==> config.mk <==
export PLATFORM = sky130hd
export DESIGN_NAME = pc_next_unit
export DESIGN_NICKNAME = d
export VERILOG_FILES = /design/src/rtl/pc_next_unit.sv
export SDC_FILE = /design/constraint.sdc
export NUM_CORES = 1
export LEC_CHECK = 0
export BUFFER_PORTS_ARGS = -buffer_cell sky130_fd_sc_hd__buf_4
export CORE_MARGIN = 1.5
export CORE_UTILIZATION = 49
export CTS_CLUSTER_SIZE = 30
export DETAILED_ROUTE_END_ITERATION = 8
export PLACE_DENSITY_LB_ADDON = 0.05
export SYNTH_ARGS = -nofsm -noshare
export SYNTH_HDL_FRONTEND = slang
export SYNTH_SLANG_ARGS = --single-unit
==> constraint.sdc <==
create_clock -name clk -period 3.2 [get_ports clk]
set_input_delay 0.48 -clock clk [delete_from_list [all_inputs] [get_ports clk]]
set_output_delay 0.48 -clock clk [all_outputs]
set_load 0.01 [all_outputs]
==> src/rtl/pc_next_unit.sv <==
module pc_next_unit #(
  parameter int PC_W   = 15,
  parameter int ABS_W  = 12,
  parameter int DISP_W = 6,
  parameter int BYTE_W = 8,
  parameter int LEN_W  = 2
) (
  input  logic              clk,
  input  logic              rst_n,
  input  logic              start,
  input  logic [2:0]        mode,
  input  logic [PC_W-1:0]   pc_cur,
  input  logic [LEN_W-1:0]  ilen,
  input  logic [PC_W-1:0]   field,
  input  logic [BYTE_W-1:0] acc,
  input  logic [BYTE_W-1:0] mem_data,
  output logic              mem_req,
  output logic [PC_W-1:0]   mem_addr,
  output logic              busy,
  output logic              pc_valid,
  output logic [PC_W-1:0]   pc_next
);
  localparam int HI_W  = PC_W - BYTE_W;
  localparam int VEC_W = 2 * BYTE_W;
  localparam logic [2:0] M_REL  = 3'd1;
  localparam logic [2:0] M_ABS  = 3'd2;
  localparam logic [2:0] M_LONG = 3'd3;
  localparam logic [2:0] M_IND  = 3'd4;
  localparam logic [2:0] M_VEC  = 3'd5;

  typedef enum logic [2:0] {S_IDLE, S_I1, S_I2, S_V1, S_V2, S_V3} state_t;
  state_t state;

  logic [HI_W-1:0]   hold_hi;
  logic [BYTE_W-1:0] vec_hi;
  logic [PC_W-1:0]   seq_pc, rel_pc, abs_pc, imm_pc;
  logic [VEC_W-1:0]  vec_word;
  logic              go;

  assign go       = start && state == S_IDLE;
  assign seq_pc   = pc_cur + PC_W'(ilen);
  assign rel_pc   = seq_pc + {{(PC_W-DISP_W){field[DISP_W-1]}}, field[DISP_W-1:0]};
  assign abs_pc   = {pc_cur[PC_W-1:ABS_W], field[ABS_W-1:0]};
  assign vec_word = {vec_hi, mem_data};
  assign busy     = state != S_IDLE;

  always_comb begin
    case (mode)
      M_REL:   imm_pc = rel_pc;
      M_ABS:   imm_pc = abs_pc;
      M_LONG:  imm_pc = field;
      default: imm_pc = seq_pc;
    endcase
  end

  always_ff @(posedge clk) begin
    if (!rst_n) begin
      state    <= S_IDLE;
      mem_req  <= 1'b0;
      mem_addr <= '0;
      pc_valid <= 1'b0;
      pc_next  <= '0;
      hold_hi  <= '0;
      vec_hi   <= '0;
    end else begin
      pc_valid <= 1'b0;
      case (state)
        S_IDLE: if (go) begin
          if (mode == M_IND) begin
            mem_addr <= {pc_cur[PC_W-1:BYTE_W], acc};
            hold_hi  <= pc_cur[PC_W-1:BYTE_W];
            mem_req  <= 1'b1;
            state    <= S_I1;
          end else if (mode == M_VEC) begin
            mem_addr <= {field[PC_W-1:1], 1'b0};
            mem_req  <= 1'b1;
            state    <= S_V1;
          end else begin
            pc_next  <= imm_pc;
            pc_valid <= 1'b1;
          end
        end
        S_I1: begin
          mem_req <= 1'b0;
          state   <= S_I2;
        end
        S_I2: begin
          pc_next  <= {hold_hi, mem_data};
          pc_valid <= 1'b1;
          state    <= S_IDLE;
        end
        S_V1: begin
          mem_addr <= mem_addr | PC_W'(1);
          state    <= S_V2;
        end
        S_V2: begin
          vec_hi  <= mem_data;
          mem_req <= 1'b0;
          state   <= S_V3;
        end
        S_V3: begin
          pc_next  <= vec_word[PC_W-1:0];
          pc_valid <= 1'b1;
          state    <= S_IDLE;
        end
        default: state <= S_IDLE;
      endcase
    end
  end

  p_idle_out_r1: assert property (@(posedge clk) disable iff (!rst_n)
    !busy |-> !mem_req);

  p_abs_keeps_seg_r4: assert property (@(posedge clk) disable iff (!rst_n)
    (pc_valid && !$past(busy) && $past(start) && $past(mode) == M_ABS)
      |-> pc_next[PC_W-1:ABS_W] == $past(pc_cur[PC_W-1:ABS_W]));

  p_long_load_r5: assert property (@(posedge clk) disable iff (!rst_n)
    (pc_valid && !$past(busy) && $past(start) && $past(mode) == M_LONG)
      |-> pc_next == $past(field));

  p_ind_addr_r6: assert property (@(posedge clk) disable iff (!rst_n)
    ($rose(busy) && $past(mode) == M_IND)
      |-> mem_req && mem_addr == {$past(pc_cur[PC_W-1:BYTE_W]), $past(acc)});

  p_vec_pair_r7: assert property (@(posedge clk) disable iff (!rst_n)
    (mem_req && $past(mem_req)) |-> mem_addr == ($past(mem_addr) | PC_W'(1)) && mem_addr[0]);

  p_busy_no_valid_r8: assert property (@(posedge clk) disable iff (!rst_n)
    busy |-> !pc_valid);

  p_req_in_busy_r9: assert property (@(posedge clk) disable iff (!rst_n)
    mem_req |-> busy);
endmodule

Word-level counts from Yosys, hierarchy flattened:

Cells that the tools add are included.

* muxes and demuxes: 21
* add/sub/neg operators: 2
* reduce and logical (&&, ||, !) cells: 15
* eq/ne operators: 14
* bitwise logic cells: 1

Operators with widths (number)
* two-way mux 15 bit: 6
* one-hot mux 15 bit (3 select lines): 2
* one-hot mux 15 bit (2 select lines): 1
* adder 15 bit: 1
* adder 15 x 2 -> 15 bit: 1
* equality test 3 x 2 -> 1 bit, second input constant: 4
* equality test 3 bit, second input constant: 4
* one-hot mux 3 bit (4 select lines): 1
* two-way mux 3 bit: 3
* AND reduction 3 bit: 3
* AND reduction 4 bit: 2
* equality test 3 x 1 -> 1 bit, second input constant: 2
* two-way mux 1 bit: 6
* != test 2 bit, second input constant: 3
* nonzero test 2 bit: 3
* nonzero test 3 bit: 2
* one-hot mux 1 bit (2 select lines): 2
* OR reduction 2 bit: 2
* zero test 3 bit: 1
* != test 3 x 1 -> 1 bit, second input constant: 1
* AND reduction 2 bit: 1
* logical AND 1 bit: 1
* NOT 1 bit: 1

* register bits: 49
* logic and storage cells: 61
* output and inout bits: 33
* input bits: 54

Depth between registers and ports, before layout:

Gate-level depths: netlist (run 1).

* depth in word-level cells: 7
* depth in mapped cells: 13
* depth with buffers taken out: 13

Worst setup path after synthesis (run 1):

OpenSTA, ideal clock, no wires.

* kind: input port to flip-flop
* start: in pc_cur[0]
* end: reg pc_next[12]
* library setup time: 0.070 ns
* data required time: 3.130 ns
* path buffers: 0
* cell stages on the path: 13
* setup slack: 0.142 ns
* data arrival time: 2.988 ns
* cell sequence: ha_1 fa_1 nand3_1 or2_1 nor3_1 xor2_1 ha_1 inv_2 o31a_1 or3_1 mux2i_1 o41ai_1 a21oi_1

* cells in the longest elaborated chain, start to end: 7

Ends and longest elaborated chain
* from (decl): line 12 `input logic [PC_W-1:0] pc_cur,`
* adder 15 x 2 -> 15 bit *: line 41 `assign seq_pc = pc_cur + PC_W'(ilen);`
* adder 15 bit: line 42 `assign rel_pc = seq_pc + {{(PC_W-DISP_W){field[DISP_W-1]}}, field[DISP_W-1:0]};`
* one-hot mux 15 bit (3 select lines) *: line 48 `case (mode)`
* two-way mux 15 bit *: line 74 `end else if (mode == M_VEC) begin`
* two-way mux 15 bit *: line 69 `if (mode == M_IND) begin`
* two-way mux 15 bit *: line 68 `S_IDLE: if (go) begin`
* one-hot mux 15 bit (3 select lines) *: line 67 `case (state)`
* to (signal assigned): line 79 `pc_next <= imm_pc;`
* to (signal assigned): line 88 `pc_next <= {hold_hi, mem_data};`
* to (signal assigned): line 102 `pc_next <= vec_word[PC_W-1:0];`
* to (decl): line 21 `output logic [PC_W-1:0] pc_next`

Mark *: on every way between the ends. The rest lies on a longest branch, timed or not. The select of a mux whose other input is x is not followed.
A chain may end at the register's enable or synchronous reset.

Worst setup path in the final report (run 1):

* start: in pc_cur[0]
* end: reg pc_next[14]

Same word-level chain as after synthesis.

==> out/summary.txt, run 1 <==
Overall Global Routing Usage: 32.0%
R2R setup slack: 0.92 ns
Crit Path Class: in -> reg
worst hold start: mem_data[3]
final worst slack: 0.211 ns
reg2reg path depth: 7
Area growth, synth to finish: 29.8%
Slew HR: 54.1%
Max Cap Viol: 0
CTS clk-pin slew, worst paths: 0.11 ns
stages on the worst setup path: 14
Worst Max-Slew Pin Slew: 0.689 ns
Initial Util: 50.8%
largest net degree at the start of global routing: 35
antenna-violating nets left: 0
most frequent cells in the layout: 122 x buf_4, 50 x nor2_1, 49 x dfxtp_1
input/output buffers: 86
crit path cell chain: buf_4 -> ha_1 -> fa_1 -> nand3_1 -> or2_1 -> nor3_1 -> xor2_1 -> ha_1 -> a211oi_1 -> buf_4 -> nand3_1 -> o21ai_0 -> mux2i_1 -> a21oi_1
Worst Setup EP: pc_next[14]
Place WS: -0.0741 ns
final setup violation count: 0
Syn. warnings: 0
met1 GRT Util: 43.7%
number of enable flip-flop cells after synthesis: 0
clk sinks: 49
vias in the first global route: 3507
Tmin final: 2.99 ns
Syn Area/Cell: 8.06 sq um
overall power: 0.00166 W
Clock Skews: 0.00496 ns
hold_ws: 0.408 ns
Site Rows: 30
element type at the critical path end: flip-flop
Most Crowded Layer GR: met2
first-pass GRT wire length: 18.6 mm
IO Pins: 87
vias: 3829
CP Launch Type: input pin
grt total ovfl: 0
initial antenna violation count: 0
pwr dens: 368 mW/mm^2
Final Hold Vio Count: 0
Yosys top cell by area: dfxtp_1
worst skew pair latency: 0.32 ns
CTS tree: done
RePlAce Congestion: 0.945
Max VDD drop: 203 uV
clock root buffer master: clkbuf_8
HP Class: in -> reg
Buf/Inv on CP: 2
H-tree depth: 2
number of remaining DRC errors: 0
Mapped Nets: 503
synth unique cells: 66
FF+latch count, synth: 49
Seq/Total Area, Yosys: 28.3%
Num CTS Buffers: 5
# diodes: 0
met3 Track Usage GR: 5.88%
Period Utilization, post-route: 93.4%
Post-Place Cell Area: 0.00440 sq mm
Die Height: 87.2 um
Slowest-stage cell, CP: fa_1
post-synthesis instance area: 0.00347 sq mm
post-DP HPWL: 9.04 mm
Pre-antenna DRT Iters: 5
final max-slew violation count: 0
met2 GRT Util: 51.9%
nets: 607
Final Cell Area: 0.00451 sq mm
setup TNS: 0 ns
R2R Path End: pc_next[13]
Avg Vias per Cell: 6.06
RSZ-0062 raised after global routing: no
Crit path max-delay family: adder cells
Yosys top cell area share: 28.3%
Fmax achieved: 335 MHz
drt wl/cell: 18.9 um
asr flop ratio synth: 0%
Synth area leaders: dfxtp_1 28%, mux2i_1 7.2%, ha_1 5.8%, nor2_1 5.4%, a21oi_1 5.0%
synthesized instance count: 431
Max stage delay on crit path: 0.41 ns
Core Footprint: 0.00683 sq mm
clk buf depth: 2
die area: 0.00760 sq mm
Top FF cell, synth: dfxtp_1
CP Max Fanout: 3
layout cells sized above 1: 26.7%
CP Data Arrival Time: 3.20 ns
Die X: 87.2 um
initial drt markers: 347
final wirelength: 11.9 mm
# Post-CTS Setup Buffers: 0
Req. time, crit path: 3.41 ns
crit path from: pc_cur[0]
Leak: 1.89 nW
commonest non-fill, non-tap cell in the layout: buf_4
outcome: complete, no violations
reg-to-reg critical path startpoint: state[1]
Yosys cell counts, types with 10 or more instances:
| cell | number |
|---|---|
| nor2_1 | 50 |
| dfxtp_1 | 49 |
| nand2_1 | 46 |
| a21oi_1 | 35 |
| mux2i_1 | 25 |
| a211oi_1 | 19 |
| ha_1 | 16 |
| xnor2_1 | 14 |
| clkbuf_1 | 13 |
| nand3_1 | 11 |
| buf_2 | 10 |
per-layer routing:
layer	vias to the layer above	wire [um]
met5	-	0
met4	0	279
met3	30	1080
met2	220	5540
met1	1766	5030
li1	1813	-
report_power, final:
group / total [W] / switching [W] / internal (W) / leakage [nW]
Clock: 0.000422 / 0.000257 / 0.000164 / 0.0506
Combinational: 0.000573 / 0.000302 / 0.000271 / 1.44
Sequential: 0.000662 / 0.0000208 / 0.000642 / 0.400
Total: 0.00166 / 0.000580 / 0.00108 / 1.89
worst reg2reg max path: stages (launching register included):
cell and delay (ns):
dfxtp_1 0.53, nor3b_2 0.56, nor2_1 0.26, buf_4 0.25, nand3_1 0.07, nand3_1 0.12
a31oi_1 0.27, o211ai_1 0.11
flip-flops by register name, indices dropped and copies added, names as in the netlist:
signal / flops
pc_valid: 1
vec_hi: 7
state: 3
pc_next: 15
mem_addr: 15
mem_req: 1
hold_hi: 7
area by class of cell:
type | count | area, sq um
tap | 96 | 120
timing repair buffer | 122 | 916
multi-input combinational | 347 | 2360
inverter | 10 | 37.5
sequential | 49 | 981
fill | 624 | 2320
clock inverter | 3 | 28.8
clock buffer | 5 | 68.8
repair_timing:
action | in CTS | in global routing
resized for setup | 0 | 1
setup endpoints to repair | 0 | 1
hold buffers | 0 | 0
logic make-up (layout without fill, tap and decap cells):
kind of cell	Yosys count	in the layout	synth area share [%]
buffers and inverters	35	140	4.25
DFF	49	49	28.3
AOI/OAI and AO/OA	128	128	26.5
xor gates and xnor gates	18	18	4.54
muxes	26	26	7.53
adders and majority gates	18	18	6.92
and+or+nand+nor	157	157	22.1
metrics by stage:
stage               utilization [%]  cells
finish                         66.0    632
global route                   66.0    632
CTS                            65.9    632
detailed placement             64.5    624
global placement               64.5    624
floorplan                         -    431
worst min path at each step:
stage	to	slack (ns)	cells after the start
5_1_grt	vec_hi[5]	0.41	3
4_1_cts	vec_hi[3]	0.41	3
3_5_place_dp	pc_next[2]	0.45	2
2_1_floorplan	vec_hi[4]	0.44	2
6_report	vec_hi[3]	0.41	3
3_3_place_gp	vec_hi[6]	0.45	2
Note: power is estimated with default switching activity, not from simulation.
==> inputs of run 2 (changes only) <==
--- a/config.mk
+++ b/config.mk
@@ -10,6 +10,7 @@
 export CORE_UTILIZATION = 49
 export CTS_CLUSTER_SIZE = 30
 export DETAILED_ROUTE_END_ITERATION = 8
+export MAX_ROUTING_LAYER = met4
 export PLACE_DENSITY_LB_ADDON = 0.05
 export SYNTH_ARGS = -nofsm -noshare
 export SYNTH_HDL_FRONTEND = slang
==> out/summary.txt, run 2 (synthesized netlist as in run 1, its figures left out) <==
outcome: complete, no violations
final max-slew violation count: 0
Slew HR: 51.2%
nets: 607
IO Pins: 87
Pre-antenna DRT Iters: 6
Final Hold Vio Count: 0
final setup violation count: 0
met3 Track Usage GR: 4.74%
crit path cell chain: buf_4 -> ha_1 -> a21o_1 -> and3_1 -> buf_4 -> nand4_1 -> xnor2_1 -> ha_1 -> nor2_1 -> o31a_1 -> or3_1 -> mux2i_1 -> o41ai_2 -> a21oi_1
HP Class: in -> reg
Area growth, synth to finish: 29.9%
grt total ovfl: 0
RSZ-0062 raised after global routing: no
initial drt markers: 350
Most Crowded Layer GR: met2
drt wl/cell: 19.0 um
largest net degree at the start of global routing: 29
most frequent cells in the layout: 122 x buf_4, 50 x nor2_1, 49 x dfxtp_1
cts hold-fix bufs: 0
CP Max Fanout: 5
CTS tree: done
element type at the critical path end: flip-flop
H-tree depth: 2
Worst Max-Slew Pin Slew: 0.729 ns
Die Height: 87.2 um
Max VDD drop: 215 uV
Crit Path Class: in -> reg
vias: 3808
input/output buffers: 86
Fmax achieved: 332 MHz
Place WS: -0.185 ns
layout cells sized above 1: 26.9%
Final Cell Area: 0.00451 sq mm
# Post-CTS Setup Buffers: 0
met1 GRT Util: 42.5%
Post-Place Cell Area: 0.00440 sq mm
hold_ws: 0.414 ns
post-DP HPWL: 9.24 mm
clk sinks: 49
overall power: 0.00164 W
clk buf depth: 2
first-pass GRT wire length: 18.5 mm
clock root buffer master: clkbuf_8
Die X: 87.2 um
die area: 0.00760 sq mm
final worst slack: 0.189 ns
met2 GRT Util: 52.6%
Initial Util: 50.8%
Overall Global Routing Usage: 33.0%
Leak: 1.88 nW
Period Utilization, post-route: 94.1%
vias in the first global route: 3618
worst skew pair latency: 0.32 ns
commonest non-fill, non-tap cell in the layout: buf_4
Max stage delay on crit path: 0.44 ns
number of remaining DRC errors: 0
Tmin final: 3.01 ns
pwr dens: 364 mW/mm^2
Max Cap Viol: 0
initial antenna violation count: 0
Req. time, crit path: 3.40 ns
Clock Skews: 0.00557 ns
# diodes: 0
CTS clk-pin slew, worst paths: 0.11 ns
CP Data Arrival Time: 3.22 ns
Largest regs: mem_addr (15), pc_next (15)
Site Rows: 30
final wirelength: 12.0 mm
antenna-violating nets left: 0
Avg Vias per Cell: 6.03
RePlAce Congestion: 0.967
Core Footprint: 0.00683 sq mm
Num CTS Buffers: 5
Slowest-stage cell, CP: o41ai_2
CP Launch Type: input pin
R2R setup slack: 0.91 ns
[run 2: changes by cell type in the layout (fill, tap and decap cells not counted), sizes merged]
cell,delta
clkinv,-1
clkinvlp,+2
inv,-1
[run 2: cell type report]
| cell class | instances | area (sq um) |
|---|---|---|
| fillers | 624 | 2320 |
| clock inverters | 3 | 26.3 |
| flip-flops and latches | 49 | 981 |
| multi-input cells | 347 | 2360 |
| repair buffers | 122 | 916 |
| well taps | 96 | 120 |
| clock buffers | 5 | 68.8 |
| inverters | 10 | 37.5 |
[run 2: power by group]
part | leakage, nW | switching, W | internal (W) | total [W]
Sequential | 0.400 | 0.0000207 | 0.000642 | 0.000662
Combinational | 1.43 | 0.000300 | 0.000269 | 0.000569
Clock | 0.0423 | 0.000252 | 0.000160 | 0.000412
[run 2: timing repair]
item                                    CTS  global route
endpoints found under the hold margin     0             0
resized for setup                         0             2
endpoints found under the setup margin    0             2
[run 2: routing by layer]
layer / wire [um] / part of all wire, %
met2: 5510 / 46
met1: 5150 / 43
met3: 975 / 8.1
met5: 0 / 0
met4: 373 / 3.1
[run 2: through the flow]
step	setup TNS (ns)	instances	utilization, %
floorplan	0	431	-
global placement	-0.275	624	64.5
detailed placement	-0.442	624	64.5
CTS	0	632	65.8
global route	0	632	66.0
finish	0	632	66.0
[run 2: path summary, 6_finish.rpt]
check | cells past startpoint | to | startpoint
max reg2reg | 5 | pc_next[6] | state[1]
max | 14 | pc_next[12] | pc_cur[1]
min | 3 | vec_hi[2] | mem_data[2]
min reg2reg | 2 | vec_hi[5] | vec_hi[5]
[run 2: worst max-delay path, delay by kind of cell]
kind | cells | cell delay [ns]
AOI/OAI and AO/OA | 4 | 0.98
and+or+nand+nor | 4 | 0.67
buffers and inverters | 2 | 0.26
xor gates and xnor gates | 1 | 0.21
adders and majority gates | 2 | 0.55
muxes | 1 | 0.08
==> inputs of run 3 (changes only) <==
--- a/config.mk
+++ b/config.mk
@@ -6,12 +6,14 @@
 export NUM_CORES = 1
 export LEC_CHECK = 0
 export BUFFER_PORTS_ARGS = -buffer_cell sky130_fd_sc_hd__buf_4
+export CELL_PAD_IN_SITES_DETAIL_PLACEMENT = 0
+export CELL_PAD_IN_SITES_GLOBAL_PLACEMENT = 1
 export CORE_MARGIN = 1.5
-export CORE_UTILIZATION = 49
+export CORE_UTILIZATION = 35
 export CTS_CLUSTER_SIZE = 30
 export DETAILED_ROUTE_END_ITERATION = 8
 export MAX_ROUTING_LAYER = met4
-export PLACE_DENSITY_LB_ADDON = 0.05
+export PLACE_DENSITY_LB_ADDON = 0.1
 export SYNTH_ARGS = -nofsm -noshare
 export SYNTH_HDL_FRONTEND = slang
 export SYNTH_SLANG_ARGS = --single-unit
==> constraint.sdc (replaced) <==
create_clock -name clk -period 3.2 [get_ports clk]
set_input_delay 0.48 -clock clk [delete_from_list [all_inputs] [get_ports clk]]
set_output_delay 0.48 -clock clk [all_outputs]
set_load 0.02 [all_outputs]
==> out/summary.txt, run 3 (synthesized netlist as in run 1, its figures left out) <==
outcome: complete, no violations
Leak: 1.91 nW
Die Height: 103 um
Clock Skews: 0.0110 ns
grt total ovfl: 0
element type at the critical path end: flip-flop
Place WS: -0.165 ns
Initial Util: 35.9%
H-tree depth: 2
post-DP HPWL: 9.99 mm
Max stage delay on crit path: 0.40 ns
Avg Vias per Cell: 5.46
Fill cells: 1027
RSZ-0062 raised after global routing: no
final wirelength: 12.7 mm
Largest regs: mem_addr (15), pc_next (15)
initial drt markers: 176
Slowest-stage cell, CP: fa_1
crit-path most repeated cell: buf_4
most frequent cells in the layout: 125 x buf_4, 50 x nor2_1, 49 x dfxtp_1
CP Data Arrival Time: 3.23 ns
vias: 3670
vias in the first global route: 3424
Pre-antenna DRT Iters: 4
IO Pins: 87
Max Cap Viol: 0
drt wl/cell: 19.0 um
number of remaining DRC errors: 0
Area growth, synth to finish: 32.7%
Overall Global Routing Usage: 25.6%
HP Class: in -> reg
Crit Path Class: in -> reg
# diodes: 0
CP Launch Type: input pin
clk buf depth: 2
Worst Max-Slew Pin Slew: 0.701 ns
pwr dens: 378 mW/mm^2
Slew HR: 53.3%
nets: 610
Max VDD drop: 158 uV
crit path cell chain: buf_4 -> ha_1 -> fa_1 -> nand3_1 -> buf_4 -> xnor2_1 -> ha_1 -> o21a_1 -> o31a_1 -> o31a_1 -> o21ai_0 -> buf_4 -> mux2i_1 -> a21oi_1
cts hold-fix bufs: 0
largest net degree at the start of global routing: 29
Period Utilization, post-route: 93.6%
final setup violation count: 0
CTS resizes: 0
Core Footprint: 0.00968 sq mm
CTS tree: done
# Post-CTS Setup Buffers: 0
Final Hold Vio Count: 0
commonest non-fill, non-tap cell in the layout: buf_4
final worst slack: 0.204 ns
clock root buffer master: clkbuf_8
RePlAce Congestion: 0.999
die area: 0.0105 sq mm
clk sinks: 49
R2R setup slack: 0.95 ns
Req. time, crit path: 3.43 ns
Fmax achieved: 334 MHz
Num CTS Buffers: 5
first-pass GRT wire length: 19.3 mm
Post-Place Cell Area: 0.00447 sq mm
antenna-violating nets left: 0
CTS clk-pin slew, worst paths: 0.11 ns
Site Rows: 36
final max-slew violation count: 0
Die X: 103 um
CP Max Fanout: 4
layout cells sized above 1: 27.6%
Final Cell Area: 0.00461 sq mm
Tmin final: 3.00 ns
worst skew pair latency: 0.33 ns
input/output buffers: 86
initial antenna violation count: 0
-- run 3: worst paths after layout --
| check | end | cells past startpoint | start |
|---|---|---|---|
| hold / removal | vec_hi[5] | 3 | mem_data[5] |
| hold reg to reg | vec_hi[6] | 2 | vec_hi[6] |
| setup reg to reg | pc_next[7] | 6 | state[1] |
| setup / recovery | pc_next[14] | 14 | pc_cur[0] |
-- run 3: critical path, delay by kind of cell --
family	cells	cell delay [ns]
xor gates and xnor gates	1	0.15
muxes	1	0.17
AOI/OAI and AO/OA	5	0.92
adders and majority gates	3	0.93
and+or+nand+nor	1	0.14
buffers and inverters	3	0.42
-- run 3: report_power, final --
group	leakage (nW)	switching, W	internal (W)
logic	1.45	0.000325	0.000277
clock network	0.0585	0.000244	0.000235
registers	0.400	0.0000212	0.000641
total	1.91	0.000590	0.00115
-- run 3: metrics by stage --
step	hold slack, ns	total power [W]	setup TNS [ns]	util (%)	cells
final	0.408	0.00174	0	47.6	672
after global routing	0.401	0.00184	0	47.6	672
after CTS	0.396	0.00175	0	47.3	672
after detailed placement	0.447	0.00127	-0.593	46.2	664
after global placement	0.442	0.00127	-0.427	46.2	664
after floorplan	0.436	0.00100	0	-	431
-- run 3: area by class of cell --
type	instances	area [sq um]	share of cell area (%)
Multi-Input combinational cell	347	2370	51.5
Sequential cell	49	981	21.3
Timing Repair Buffer	125	938	20.4
Tap cell	133	166	3.61
Clock buffer	5	68.8	1.49
Clock inverter	3	43.8	0.951
Inverter	10	37.5	0.815
-- run 3: routing by layer --
metal | GRT usage, % | part of all wire [%] | vias up | wire length, um
li1 | - | - | 1819 | -
met1 | 33.9 | 46 | 1712 | 5820
met2 | 39.8 | 45 | 119 | 5760
met3 | 2.92 | 6.0 | 20 | 768
met4 | 9.80 | 3.1 | 0 | 392
met5 | - | 0 | - | 0
